`src/rtl/priv_mode_pkg.sv`:
```
package priv_mode_pkg;

    typedef enum logic {
        MODE_USER  = 1'b0,
        MODE_SUPER = 1'b1
    } pmode_e;

    typedef enum logic [2:0] {
        EV_NONE    = 3'd0,
        EV_DEVICE  = 3'd1,
        EV_SYSCALL = 3'd2,
        EV_ILLEGAL = 3'd3,
        EV_RETURN  = 3'd4,
        EV_WRITE   = 3'd5
    } pevent_e;

endpackage

```
`src/rtl/priv_event_arb.sv`:
```
module priv_event_arb
    import priv_mode_pkg::*;
(
    input  pmode_e  cur_mode,
    input  logic    priv_op,
    input  logic    syscall,
    input  logic    mode_wr,
    input  logic    ret,
    input  logic    dev_req,
    output pevent_e ev
);

    logic user_mode;
    logic illegal;

    always_comb begin
        user_mode = (cur_mode == MODE_USER);
        illegal   = user_mode && (priv_op || mode_wr || ret);
    end

    // Fixed priority: device, system call, illegal, return, store.
    always_comb begin
        if (dev_req) begin
            ev = EV_DEVICE;
        end else if (syscall) begin
            ev = EV_SYSCALL;
        end else if (illegal) begin
            ev = EV_ILLEGAL;
        end else if (ret) begin
            ev = EV_RETURN;
        end else if (mode_wr) begin
            ev = EV_WRITE;
        end else begin
            ev = EV_NONE;
        end
    end

endmodule

```
`src/rtl/priv_vector_gen.sv`:
```
module priv_vector_gen
    import priv_mode_pkg::*;
#(
    parameter int                 ADDR_W   = 32,
    parameter logic [ADDR_W-1:0]  VEC_TRAP = 'h100,
    parameter logic [ADDR_W-1:0]  VEC_SYS  = 'h200,
    parameter logic [ADDR_W-1:0]  VEC_DEV  = 'h300
)(
    input  logic              clk,
    input  logic              rst_n,
    input  pevent_e           ev,
    output logic              trap_o,
    output logic              vec_valid_o,
    output logic [ADDR_W-1:0] vec_addr_o
);

    logic              trap_d;
    logic              valid_d;
    logic [ADDR_W-1:0] addr_d;

    always_comb begin
        trap_d  = 1'b0;
        valid_d = 1'b0;
        addr_d  = '0;
        unique case (ev)
            EV_DEVICE: begin
                valid_d = 1'b1;
                addr_d  = VEC_DEV;
            end
            EV_SYSCALL: begin
                valid_d = 1'b1;
                addr_d  = VEC_SYS;
            end
            EV_ILLEGAL: begin
                trap_d  = 1'b1;
                valid_d = 1'b1;
                addr_d  = VEC_TRAP;
            end
            EV_NONE, EV_RETURN, EV_WRITE: begin
                valid_d = 1'b0;
            end
            default: begin
                valid_d = 1'b0;
            end
        endcase
    end

    always_ff @(posedge clk) begin
        if (!rst_n) begin
            trap_o      <= 1'b0;
            vec_valid_o <= 1'b0;
            vec_addr_o  <= '0;
        end else begin
            trap_o      <= trap_d;
            vec_valid_o <= valid_d;
            vec_addr_o  <= addr_d;
        end
    end


    trap_goes_to_trap_vec_chk: assert property (@(posedge clk) disable iff (!rst_n)
        trap_o |-> (vec_valid_o && vec_addr_o == VEC_TRAP));


    trap_pulse_chk: assert property (@(posedge clk) disable iff (!rst_n)
        (trap_o && $past(ev) != EV_ILLEGAL) |-> 1'b0);

endmodule

```
`src/rtl/priv_mode_ctrl.sv`:
```
module priv_mode_ctrl
    import priv_mode_pkg::*;
#(
    parameter int                 ADDR_W   = 32,
    parameter logic [ADDR_W-1:0]  VEC_TRAP = 'h100,
    parameter logic [ADDR_W-1:0]  VEC_SYS  = 'h200,
    parameter logic [ADDR_W-1:0]  VEC_DEV  = 'h300
)(
    input  logic              clk,
    input  logic              rst_n,
    input  logic              priv_op_i,
    input  logic              syscall_i,
    input  logic              mode_wr_i,
    input  logic              mode_wr_data_i,
    input  logic              ret_i,
    input  logic              dev_req_i,
    output logic              mode_o,
    output logic              trap_o,
    output logic              vec_valid_o,
    output logic [ADDR_W-1:0] vec_addr_o
);

    pmode_e  state_q, state_d;
    pmode_e  shadow_q, shadow_d;
    pevent_e ev;

    priv_event_arb u_arb (
        .cur_mode (state_q),
        .priv_op  (priv_op_i),
        .syscall  (syscall_i),
        .mode_wr  (mode_wr_i),
        .ret      (ret_i),
        .dev_req  (dev_req_i),
        .ev       (ev)
    );

    priv_vector_gen #(
        .ADDR_W   (ADDR_W),
        .VEC_TRAP (VEC_TRAP),
        .VEC_SYS  (VEC_SYS),
        .VEC_DEV  (VEC_DEV)
    ) u_vec (
        .clk         (clk),
        .rst_n       (rst_n),
        .ev          (ev),
        .trap_o      (trap_o),
        .vec_valid_o (vec_valid_o),
        .vec_addr_o  (vec_addr_o)
    );

    // Next-state logic for the mode machine and its shadow bit.
    always_comb begin
        state_d  = state_q;
        shadow_d = shadow_q;
        unique case (state_q)
            MODE_SUPER: begin
                unique case (ev)
                    EV_DEVICE, EV_SYSCALL: begin
                        shadow_d = MODE_SUPER;
                    end
                    EV_RETURN: begin
                        state_d = shadow_q;
                    end
                    EV_WRITE: begin
                        state_d = mode_wr_data_i ? MODE_SUPER : MODE_USER;
                    end
                    EV_NONE, EV_ILLEGAL: begin
                        state_d = MODE_SUPER;
                    end
                    default: begin
                        state_d = MODE_SUPER;
                    end
                endcase
            end
            MODE_USER: begin
                unique case (ev)
                    EV_DEVICE, EV_SYSCALL: begin
                        state_d  = MODE_SUPER;
                        shadow_d = MODE_USER;
                    end
                    EV_NONE, EV_ILLEGAL, EV_RETURN, EV_WRITE: begin
                        state_d = MODE_USER;
                    end
                    default: begin
                        state_d = MODE_USER;
                    end
                endcase
            end
            default: begin
                state_d = MODE_SUPER;
            end
        endcase
    end

    // State register.
    always_ff @(posedge clk) begin
        if (!rst_n) begin
            state_q  <= MODE_SUPER;
            shadow_q <= MODE_SUPER;
        end else begin
            state_q  <= state_d;
            shadow_q <= shadow_d;
        end
    end

    // Outputs.
    always_comb begin
        mode_o = (state_q == MODE_SUPER);
    end


    trap_keeps_user_chk: assert property (@(posedge clk) disable iff (!rst_n)
        trap_o |-> (!mode_o && !$past(mode_o)));


    drop_needs_cmd_chk: assert property (@(posedge clk) disable iff (!rst_n)
        (!mode_o && $past(mode_o)) |-> $past(mode_wr_i || ret_i));


    dev_vec_super_chk: assert property (@(posedge clk) disable iff (!rst_n)
        (vec_valid_o && vec_addr_o == VEC_DEV) |-> mode_o);


    sys_vec_super_chk: assert property (@(posedge clk) disable iff (!rst_n)
        (vec_valid_o && vec_addr_o == VEC_SYS) |-> mode_o);


    super_no_trap_chk: assert property (@(posedge clk) disable iff (!rst_n)
        $past(mode_o) |-> !trap_o);

endmodule

```
`config.mk`:
```
export PLATFORM = sky130hd
export DESIGN_NAME = priv_mode_ctrl
export DESIGN_NICKNAME = d
export VERILOG_FILES = /design/src/rtl/priv_mode_pkg.sv /design/src/rtl/priv_event_arb.sv /design/src/rtl/priv_vector_gen.sv /design/src/rtl/priv_mode_ctrl.sv
export SDC_FILE = /design/constraint.sdc
export NUM_CORES = 1
export LEC_CHECK = 0
export ABC_CLOCK_PERIOD_IN_PS = 1200
export BUFFER_PORTS_ARGS = -buffer_cell sky130_fd_sc_hd__buf_2
export CORE_MARGIN = 5
export CORE_UTILIZATION = 30
export CTS_CLUSTER_SIZE = 20
export DETAILED_ROUTE_END_ITERATION = 10
export PLACE_DENSITY = 0.68
export RECOVER_POWER = 100
export SLEW_MARGIN = 20
export SYNTH_ARGS = -nofsm -noshare
export SYNTH_HDL_FRONTEND = slang
export SYNTH_SLANG_ARGS = --single-unit
```
`constraint.sdc`:
```
create_clock -name clk -period 1.2 [get_ports clk]
set_input_delay 0.24 -clock clk [delete_from_list [all_inputs] [get_ports clk]]
set_output_delay 0.24 -clock clk [all_outputs]
set_load 0.005 [all_outputs]
```
After elaboration in Yosys (flattened, before gate mapping)
Index checks and enable logic that the tools add are counted.
{ "op_classes": {"eq_ne": 7, "muxes": 15, "bitwise": 1, "n_reduce_logical": 6} }
{ "ops": {"columns": ["op", "n"], "rows": [
  ["$pmux 10 s3", 1],
  ["$mux 3", 5],
  ["$eq 3x2->1 const B", 2],
  ["$eq 3x3->1 const B", 2],
  ["$mux 1", 6],
  ["$pmux 1 s2", 3],
  ["$eq 3x1->1 const B", 1],
  ["$reduce_or 3->1", 1],
  ["$logic_or 1x1->1", 2],
  ["$ne 2x1->1 const B", 1],
  ["$ne 2x2->1 const B", 1],
  ["$reduce_and 2->1", 1],
  ["$reduce_or 2->1", 1],
  ["$logic_and 1x1->1", 1],
  ["$not 1->1", 1]
]} }
{ "totals": {"regBits": 36, "out_inout_bits": 35, "word_cells": 34} }

Depth between registers and ports, before layout
Gate-level depths: netlist of the first run.
{ "depth": {"depth_word": 10, "depth_mapped": 3} }

Hierarchy
From an unflattened synthesis of the first run, not the netlist that was laid out.
{ "unflattened": {"cells_unflattened": 67, "hier_area_um2": 525.5} }
{ "modules_own_cells": {"columns": ["mod", "instances", "cells_each", "area_each_um2", "seq_area_each_um2"], "rows": [
  ["priv_vector_gen", 1, 44, 350.3, 80.1],
  ["priv_mode_ctrl", 1, 14, 122.6, 40.0],
  ["priv_event_arb", 1, 9, 52.6, 0.0]
]} }

Least setup slack after synthesis of the first run
No wires, ideal clock.
{ "synth_timing": {"path_kind": "input to register", "from": "input port ret_i", "to": "register state_q (netlist: mode_o)", "setup_time_ns": 0.127, "t_arrival_ns": 0.785, "path_slack_ns": 0.288, "cell_stages": 3, "path_cell_list": "nor3b_2 -> nor3_1 -> or3_1"} }
{ "synth_via": {"elab_chain_len": 9, "word_cells_on_any_way": 14, "classes_between": "eq/ne (4); mux (7); reduce/logical (3)"} }
{ "synth_rtl": {"columns": ["element", "line", "source"], "rows": [
  ["start, declared", "priv_mode_ctrl.sv:15", "input logic ret_i,"],
  ["$logic_or 1x1->1", "priv_event_arb.sv:18", "illegal = user_mode && (priv_op || mode_wr || ret);"],
  ["$logic_and 1x1->1", "priv_event_arb.sv:18", null],
  ["$mux 3 (*)", "priv_event_arb.sv:27", "end else if (illegal) begin"],
  ["$mux 3 (*)", "priv_event_arb.sv:25", "end else if (syscall) begin"],
  ["$mux 3 (*)", "priv_event_arb.sv:23", "if (dev_req) begin"],
  ["$eq 3x1->1 / $eq 3x2->1 (equally long branches)", "priv_mode_ctrl.sv:76", "unique case (ev)"],
  ["$reduce_or 2->1", null, null],
  ["$mux 1", "priv_mode_ctrl.sv:76", null],
  ["$pmux 1 s2 (*)", "priv_mode_ctrl.sv:55", "unique case (state_q)"],
  ["end signal, assigned", "priv_mode_ctrl.sv:101", "state_q <= state_d;"],
  ["end, declared", "priv_mode_ctrl.sv:23", "pmode_e state_q, state_d;"]
]} }
Every way passes the cells marked *; elsewhere a longest branch is shown, timed or not.
A chain may end at the register's enable or synchronous reset.

Final worst setup path of the first run
{ "layout_timing": {"from": "register state_q (netlist: mode_o)", "to": "output port mode_o"} }
{ "layout_rtl": {"columns": ["element", "line", "source"], "rows": [
  ["end, declared", "priv_mode_ctrl.sv:17", "output logic mode_o,"]
]} }
No word-level cell between the ends.

==> flow_summary.ini, run 1 <==
[worst_setup_path]
path_max_fanout = 3
crit_family = flip-flops
slowest_delay_ns = 0.35
critPathCaptureType = primary output
worst_setup_path_start_kind = flip-flop
cp.required_ns = 0.96
path_class = flip-flop to primary output
crit_buf_inv = 1
slowest_stage = dfxtp_1
arrival_ns = 0.73
path_cells = clkbuf_1

[sta]
hold_violations = 0
tns_ns = 0
slew_violations = 0
finalCritPeriodShare_pct = 80.52
min_period_ns = 0.9662
relSlewSlack_pct = 62.86
clock.fmax_mhz = 1035
setup_ws_ns = 0.2338
tightest_slew_ns = 0.5501
hold_ws_ns = 0.2382
rsz0062_at_grt = no
final-setup-viol-count = 0
skew_ns = 0.0001778

[global_route]
grt_usage_pct = 7.098
antenna_found_initial = 0
grt_remaining_overflow = 0
grt_pass1_wl_um = 1276
grt_max_degree = 6
grt_pass1_vias = 297

[flow_run]
maxCapViolations = 0

[finish]
final_nets = 79
diodes = 0
syn_to_final_growth_pct = -4.775
mostFrequentLayoutCells = 30 x conb_1, 6 x clkbuf_1, 6 x buf_2, 6 x dfxtp_1, 5 x nand2_1
drive_gt1_share_pct = 14.49
instances_no_fill = 85
layout_commonest_cell = conb_1
fin_util_pct = 29.17
fillers = 162

[synth]
synthXorXnorAreaFrac_pct = 0
synth_compound_area_share_pct = 7.584
ys_ff_latch = 6
synth_mux_area_share_pct = 0
synth_fa_ha_area_share_pct = 0
synth_top_family_by_area = buffers and inverters
synth_top_area_share_pct = 50.56
syn_area_per_cell_um2 = 8.099
synthCells = 55
synth_top_cell_by_area = buf_4
ys_warn_count = 0
synthSimpleGateAreaFrac_pct = 11.52
ys_seq_area_share_pct = 26.97
synth_cell_type_count = 13
synthTopCellsByArea = buf_4 51%, dfxtp_1 27%, nand2_1 4.2%, nor3b_2 2.8%, inv_1 2.5%
netlist_area_um2 = 445.4

[floorplan]
rows = 14
die_w_um = 48.53
die_h_um = 48.53
core_area_um2 = 1454
initial_core_util_pct = 30.64
die-area_um2 = 2355
ios = 43

[routing]
drc_errors = 0
via_per_inst = 3.612
wl_per_cell_um = 9.318
drt_iter0_drc = 1
drtAntennaViolNets = 0
drt-total-wl_um = 792
vias = 307
firstDrtPassIters = 2

[placement]
dp_slack_ns = 0.09902
dpl.hpwl_um = 678.3
place_inst = 82
io_buffer_count = 12
gp_congestion = 0.7586

[cts]
cts_hold_buf = 0
clock-root-buffer = clkbuf_4
clkTransAtPathRegs_ns = 0.04
h-tree-depth = 1
cts_buffers = 3
cts_resized = 0
cts.path.max_buffers = 2
worstSkewPairLatency_ns = 0.24
clkSinkCount = 6
post_cts_buffers = 0
cts_tree = done

[pwr]
p_leak_uw = 0.0002436
combPwrFrac_pct = 14.4
pwr-share-seq_pct = 46.6
powerDensity_nw_per_um2 = 1078
p_sw_share_pct = 25.30
p_switching_uw = 115.7
power.internal_uw = 341.6
pwr-share-clk_pct = 39.1
peakVddDrop_mv = 0.2750

[hold_path]
hold_class = input port to flip-flop

[status]
status = complete, no violations
==> stage by stage <==
step / power (µW) / area (µm²)
4_1_cts: 468.8 / 431.7
6_report: 457.3 / 424.2
2_1_floorplan: 323.6 / 554.3
3_3_place_gp: 280.7 / 409.1
3_5_place_dp: 281.7 / 409.1
5_1_grt: 494.5 / 424.2
==> synth_stat cells <==
library cell / instances
buf_4: 30
a211oi_1: 1
o21ai_0: 2
or3_1: 1
nor2_1: 1
inv_1: 3
o211ai_1: 1
conb_1: 1
nand2_1: 5
nor3b_2: 1
o311ai_1: 1
nor3_1: 2
dfxtp_1: 6
==> state kept, by name, summed over array words and instances, names as in the netlist <==
register	flops
u_vec.vec_valid_o	1
shadow_q	1
u_vec.vec_addr_o	2
u_vec.trap_o	1
mode_o	1
==> path summary, 6_finish.rpt <==
path,start,endpoint,slack [ns],cells after the start
max,mode_o,mode_o,0.23,1
max reg2reg,mode_o,mode_o,0.28,3
min reg2reg,shadow_q,shadow_q,0.49,2
min,syscall_i,u_vec.trap_o,0.24,2
==> final cells by class <==
type | count | area [µm²] | area share (%)
Inverter | 3 | 11.26 | 2.655
Sequential cell | 6 | 120.1 | 28.32
Tap cell | 16 | 20.02 | 4.720
Timing Repair Buffer | 12 | 52.55 | 12.39
Clock buffer | 3 | 22.52 | 5.310
Multi-Input combinational cell | 45 | 197.7 | 46.61
==> cells by family (layout without fill, tap and decap cells) <==
family / Yosys count / count (layout)
other: 1 / 30
buffers and inverters: 33 / 18
AOI/OAI and AO/OA: 5 / 5
DFF: 6 / 6
and+or+nand+nor: 10 / 10
==> power groups by stage <==
| stage | Clock, µW | Sequential [µW] | Combinational, µW |
|---|---|---|---|
| 6_report | 179 | 213 | 65.7 |
| 3_3_place_gp | 0 | 216 | 64.8 |
| 4_1_cts | 190 | 213 | 65.7 |
| 3_5_place_dp | 0 | 216 | 65.4 |
| 2_1_floorplan | 0 | 217 | 106 |
| 5_1_grt | 203 | 213 | 78.0 |
==> metal layers <==
layer / vias up / wire length, µm / track usage [%]
li1: 146 / - / -
met1: 130 / 287 / 7.394
met2: 27 / 344 / 9.130
met3: 4 / 132 / 3.988
met4: 0 / 27 / 8.072
met5: - / 0 / 0
No activity file was read; power rests on OpenSTA's default activity.
==> run 2, diff against run 1 <==
- ABC_CLOCK_PERIOD_IN_PS: 1200 -> 900
- clock period: 1.2 -> 0.9 ns (I/O delays scaled with it)
==> flow_summary.ini, run 2 (same netlist as run 1, synthesis figures left out) <==
[status]
status = complete, no violations

[finish]
syn_to_final_growth_pct = 4.775
drive_gt1_share_pct = 29.73
largest_reg_flops = 2
diodes = 0
top_register = u_vec.vec_addr_o
fillers = 174
fin_area_um2 = 466.7
layout_commonest_cell = conb_1
final_nets = 84
mostFrequentLayoutCells = 30 x conb_1, 12 x buf_2, 5 x nand2_1, 5 x dfxtp_1, 4 x buf_4

[worst_setup_path]
crit_buf_inv = 1
r2r_slack_ns = 0.01
slowest_delay_ns = 0.35
reg2regPathDepth = 3
arrival_ns = 1.02
path_max_fanout = 3
cp.required_ns = 1.03
crit_family = simple AND/OR/NAND/NOR gates
critPathCaptureType = flip-flop
reg2reg_from = mode_o
slowest_stage = or3_1
worst_setup_path_start_kind = flip-flop
path_class = flip-flop to flip-flop
worstReg2RegEnd = mode_o
path_cells = inv_2, a211oi_1, or3_1

[sta]
slew_violations = 0
final-setup-viol-count = 0
clock.fmax_mhz = 1123
skew_ns = 0.006683
hold_violations = 0
finalCritPeriodShare_pct = 98.93
min_period_ns = 0.8904
rsz0062_at_grt = yes
hold_ws_ns = 0.1699

[cts]
cts_hold_buf = 0
cts_tree = done
cts.path.max_buffers = 2
worstSkewPairLatency_ns = 0.25
clkTransAtPathRegs_ns = 0.05
clock-root-buffer = clkbuf_4
post_cts_buffers = 0
clkSinkCount = 6
cts_buffers = 3
h-tree-depth = 1

[global_route]
grt_use_met3_pct = 5.828
use_met2_pct = 9.565
grt_usage_pct = 6.860
top_usage_layer = met2
grt_pass1_vias = 294
antenna_found_initial = 0
met1_usage_pct = 7.993
grt_pass1_wl_um = 1297
grt_remaining_overflow = 0
grt_max_degree = 6

[routing]
drtAntennaViolNets = 0
wl_per_cell_um = 9.289
via_per_inst = 3.433
drt-total-wl_um = 836
firstDrtPassIters = 2
drt_iter0_drc = 6
drc_errors = 0
vias = 309

[floorplan]
die_w_um = 48.53
die_h_um = 48.53
ios = 43
die-area_um2 = 2355
rows = 14
initial_core_util_pct = 30.64
core_area_um2 = 1454

[placement]
io_buffer_count = 12
placed_area_um2 = 446.7
dpl.hpwl_um = 715
gp_congestion = 0.8361

[pwr]
powerDensity_nw_per_um2 = 1389
peakVddDrop_mv = 0.4806
p_leak_uw = 0.0002802

[hold_path]
hp-start = rst_n
holdPathEnd = shadow_q
holdPathStages = 2
hold_class = input port to flip-flop

[flow_run]
maxCapViolations = 0
[run 2: cell count changes in the layout (fill, tap and decap cells not counted)]
cell      change
inv_2         +1
buf_4         +4
o311ai_0      -1
inv_1         -1
buf_2         +6
o21ai_0       -1
dfxtp_1       -1
clkbuf_1      -5
o311ai_1      +1
dfxtp_2       +1
o21ai_1       +1
[run 2: cell type report]
cell class              instances  area [µm²]  share of cell area, %
well taps                      16       20.02                  4.290
multi-input cells              45       197.7                  42.36
clock buffers                   3       22.52                  4.826
flip-flops and latches          6       121.4                  26.01
inverters                       3       11.26                  2.413
repair buffers                 17       93.84                  20.11
[run 2: power by group]
group | leakage, µW | switching [µW] | total [µW] | internal [µW]
clock network | 0.0000138 | 109 | 260 | 152
logic | 0.000217 | 65.5 | 105 | 39.3
registers | 0.0000492 | 3.96 | 283 | 279
[run 2: worst max-delay path by stage]
stage	slack (ns)	cells after the start	start	end
CTS	0.004	1	mode_o	mode_o
detailed placement	-0.12	4	ret_i	mode_o
finish	0.01	3	mode_o	mode_o
floorplan	0.02	3	mode_o	mode_o
global route	-0.02	3	mode_o	mode_o
global placement	-0.12	4	ret_i	mode_o
[run 2: metrics by stage]
stage	util (%)	setup TNS (ns)	cells	setup WS [ns]	total power, µW
4_1_cts	32.36	0	90	0.003817	657.7
2_1_floorplan	-	0	84	0.02059	431.4
3_5_place_dp	30.72	-0.2812	87	-0.1204	390.3
5_1_grt	32.10	-0.03263	90	-0.02289	691.1
3_3_place_gp	30.72	-0.1620	87	-0.1238	388.1
6_report	32.10	0	90	0.009645	648.4
[run 2: repair_timing]
action                                  4_1_cts  5_1_grt
pin swaps                                     1        1
hold endpoints to repair                      0        0
gates resized for setup                       3        0
endpoints found under the setup margin        3        3
[run 2: per-layer routing]
| metal | up-vias | wire length [µm] |
|---|---|---|
| met1 | 126 | 337 |
| met5 | - | 0 |
| li1 | 154 | - |
| met3 | 0 | 162 |
| met4 | 0 | 0 |
| met2 | 29 | 336 |
==> run 3, diff against run 2 <==
- CELL_PAD_IN_SITES_DETAIL_PLACEMENT: unset -> 1
- CELL_PAD_IN_SITES_GLOBAL_PLACEMENT: unset -> 2
- CORE_ASPECT_RATIO: unset -> 0.7
- CORE_UTILIZATION: 30 -> 16
- PLACE_DENSITY: 0.68 -> unset
- PLACE_DENSITY_LB_ADDON: unset -> 0.1
==> flow_summary.ini, run 3 (same netlist as run 1, synthesis figures left out) <==
[floorplan]
ios = 43
rows = 16
initial_core_util_pct = 16.36
die_w_um = 73.07
core_area_um2 = 2723
die-area_um2 = 3956
die_h_um = 54.15

[finish]
layout_commonest_cell = conb_1
diodes = 0
final_nets = 86
top_register = u_vec.vec_addr_o
largest_reg_flops = 2
mostFrequentLayoutCells = 30 x conb_1, 7 x buf_2, 5 x nand2_1, 5 x clkbuf_1, 5 x dfxtp_1
fin_area_um2 = 544.3
drive_gt1_share_pct = 30.26
syn_to_final_growth_pct = 22.19

[placement]
dpl.hpwl_um = 812
io_buffer_count = 12
gp_congestion = 0.7180
placed_area_um2 = 479.2

[pwr]
p_leak_uw = 0.0002910
powerDensity_nw_per_um2 = 1454
peakVddDrop_mv = 0.2950
power_uw = 791.3

[worst_setup_path]
path_cells = buf_6, buf_6
r2r_slack_ns = 0
reg2reg_from = mode_o
slowest_stage = dfxtp_2
slowest_delay_ns = 0.32
arrival_ns = 0.75
reg2regPathDepth = 3
path_class = flip-flop to primary output
critPathCaptureType = primary output
cp_common_cell = buf_6
worst_setup_path_start_kind = flip-flop
worstReg2RegEnd = mode_o
cp.required_ns = 0.72
path_max_fanout = 3

[routing]
wl_met1_um = 371
dr_wl_met2_um = 437
drt_iter0_drc = 4
drtAntennaViolNets = 0
drt-total-wl_um = 935
via_per_inst = 2.893
vias = 324
routed-wl-met3_um = 107
drc_errors = 0
routed.top_layer = met4
firstDrtPassIters = 2
wl_per_cell_um = 8.348

[cts]
h-tree-depth = 1
cts.path.max_buffers = 2
clock-root-buffer = clkbuf_8
cts_tree = done
clkSinkCount = 6
clkTransAtPathRegs_ns = 0.04
worstSkewPairLatency_ns = 0.22
cts_buffers = 3

[global_route]
grt_pass1_wl_um = 1414
grt_usage_pct = 4.867
antenna_found_initial = 0
grt_max_degree = 6
grt_remaining_overflow = 0
grt_pass1_vias = 323

[sta]
clock.fmax_mhz = 1073
finalCritPeriodShare_pct = 103.5
skew_ns = 0.0003794
hold_violations = 0
min_period_ns = 0.9318
final-setup-viol-count = 2
tns_ns = -0.03322
rsz0062_at_grt = yes
setup_ws_ns = -0.03182
slew_violations = 0

[flow_run]
maxCapViolations = 0

[hold_path]
holdPathStages = 2
holdPathEnd = shadow_q
hold_class = input port to flip-flop
hp-start = rst_n

[status]
status = finished with violations
violations = setup timing
run 3: power by group:
| group | internal [µW] | total, µW | leakage (µW) | switching [µW] |
|---|---|---|---|---|
| logic | 43.6 | 114 | 0.000220 | 70.5 |
| registers | 281 | 285 | 0.0000492 | 4.42 |
| clock network | 286 | 392 | 0.0000216 | 106 |
run 3: routing by layer:
layer,track usage (%),vias up
met1,5.767,143
met2,7.270,23
met3,1.679,2
li1,-,156
met4,3.681,0
met5,0,-
run 3: worst max-delay path by stage:
| stage | start | end | slack (ns) |
|---|---|---|---|
| after global placement | ret_i | mode_o | -0.12 |
| after floorplan | mode_o | mode_o | 0.02 |
| after detailed placement | ret_i | mode_o | -0.15 |
| final | mode_o | mode_o | -0.03 |
| after CTS | mode_o | mode_o | -0.04 |
| after global routing | mode_o | mode_o | -0.05 |
run 3: critical path: cells and delay by family, from the launching register on:
| kind | cells | cell delay [ns] |
|---|---|---|
| DFF | 1 | 0.32 |
| buffers and inverters | 2 | 0.21 |
run 3: per-stage QoR:
stage | cells | worst slack (ns) | utilization, % | hold WS (ns)
after floorplan | 84 | 0.02059 | - | 0.2568
after global placement | 108 | -0.1197 | 17.60 | 0.4345
after detailed placement | 108 | -0.1534 | 17.60 | 0.4281
after CTS | 112 | -0.03684 | 19.99 | 0.2049
after global routing | 112 | -0.05440 | 19.99 | 0.2171
final | 112 | -0.03182 | 19.99 | 0.2056
run 3: layout make-up:
cell class | count | area [µm²]
fill | 347 | 2178
multi-input combinational | 45 | 211.5
inverter | 3 | 11.26
timing repair buffer | 19 | 113.9
sequential | 6 | 121.4
clock buffer | 3 | 41.29
tap | 36 | 45.04
run 3: timing repair:
item                                    4_1_cts  5_1_grt
endpoints found under the setup margin        3        4
resized for setup                             6        2
pin swaps                                     2        0
setup buffers                                 1        0
hold endpoints to repair                      0        0
hold buffers                                  0        0
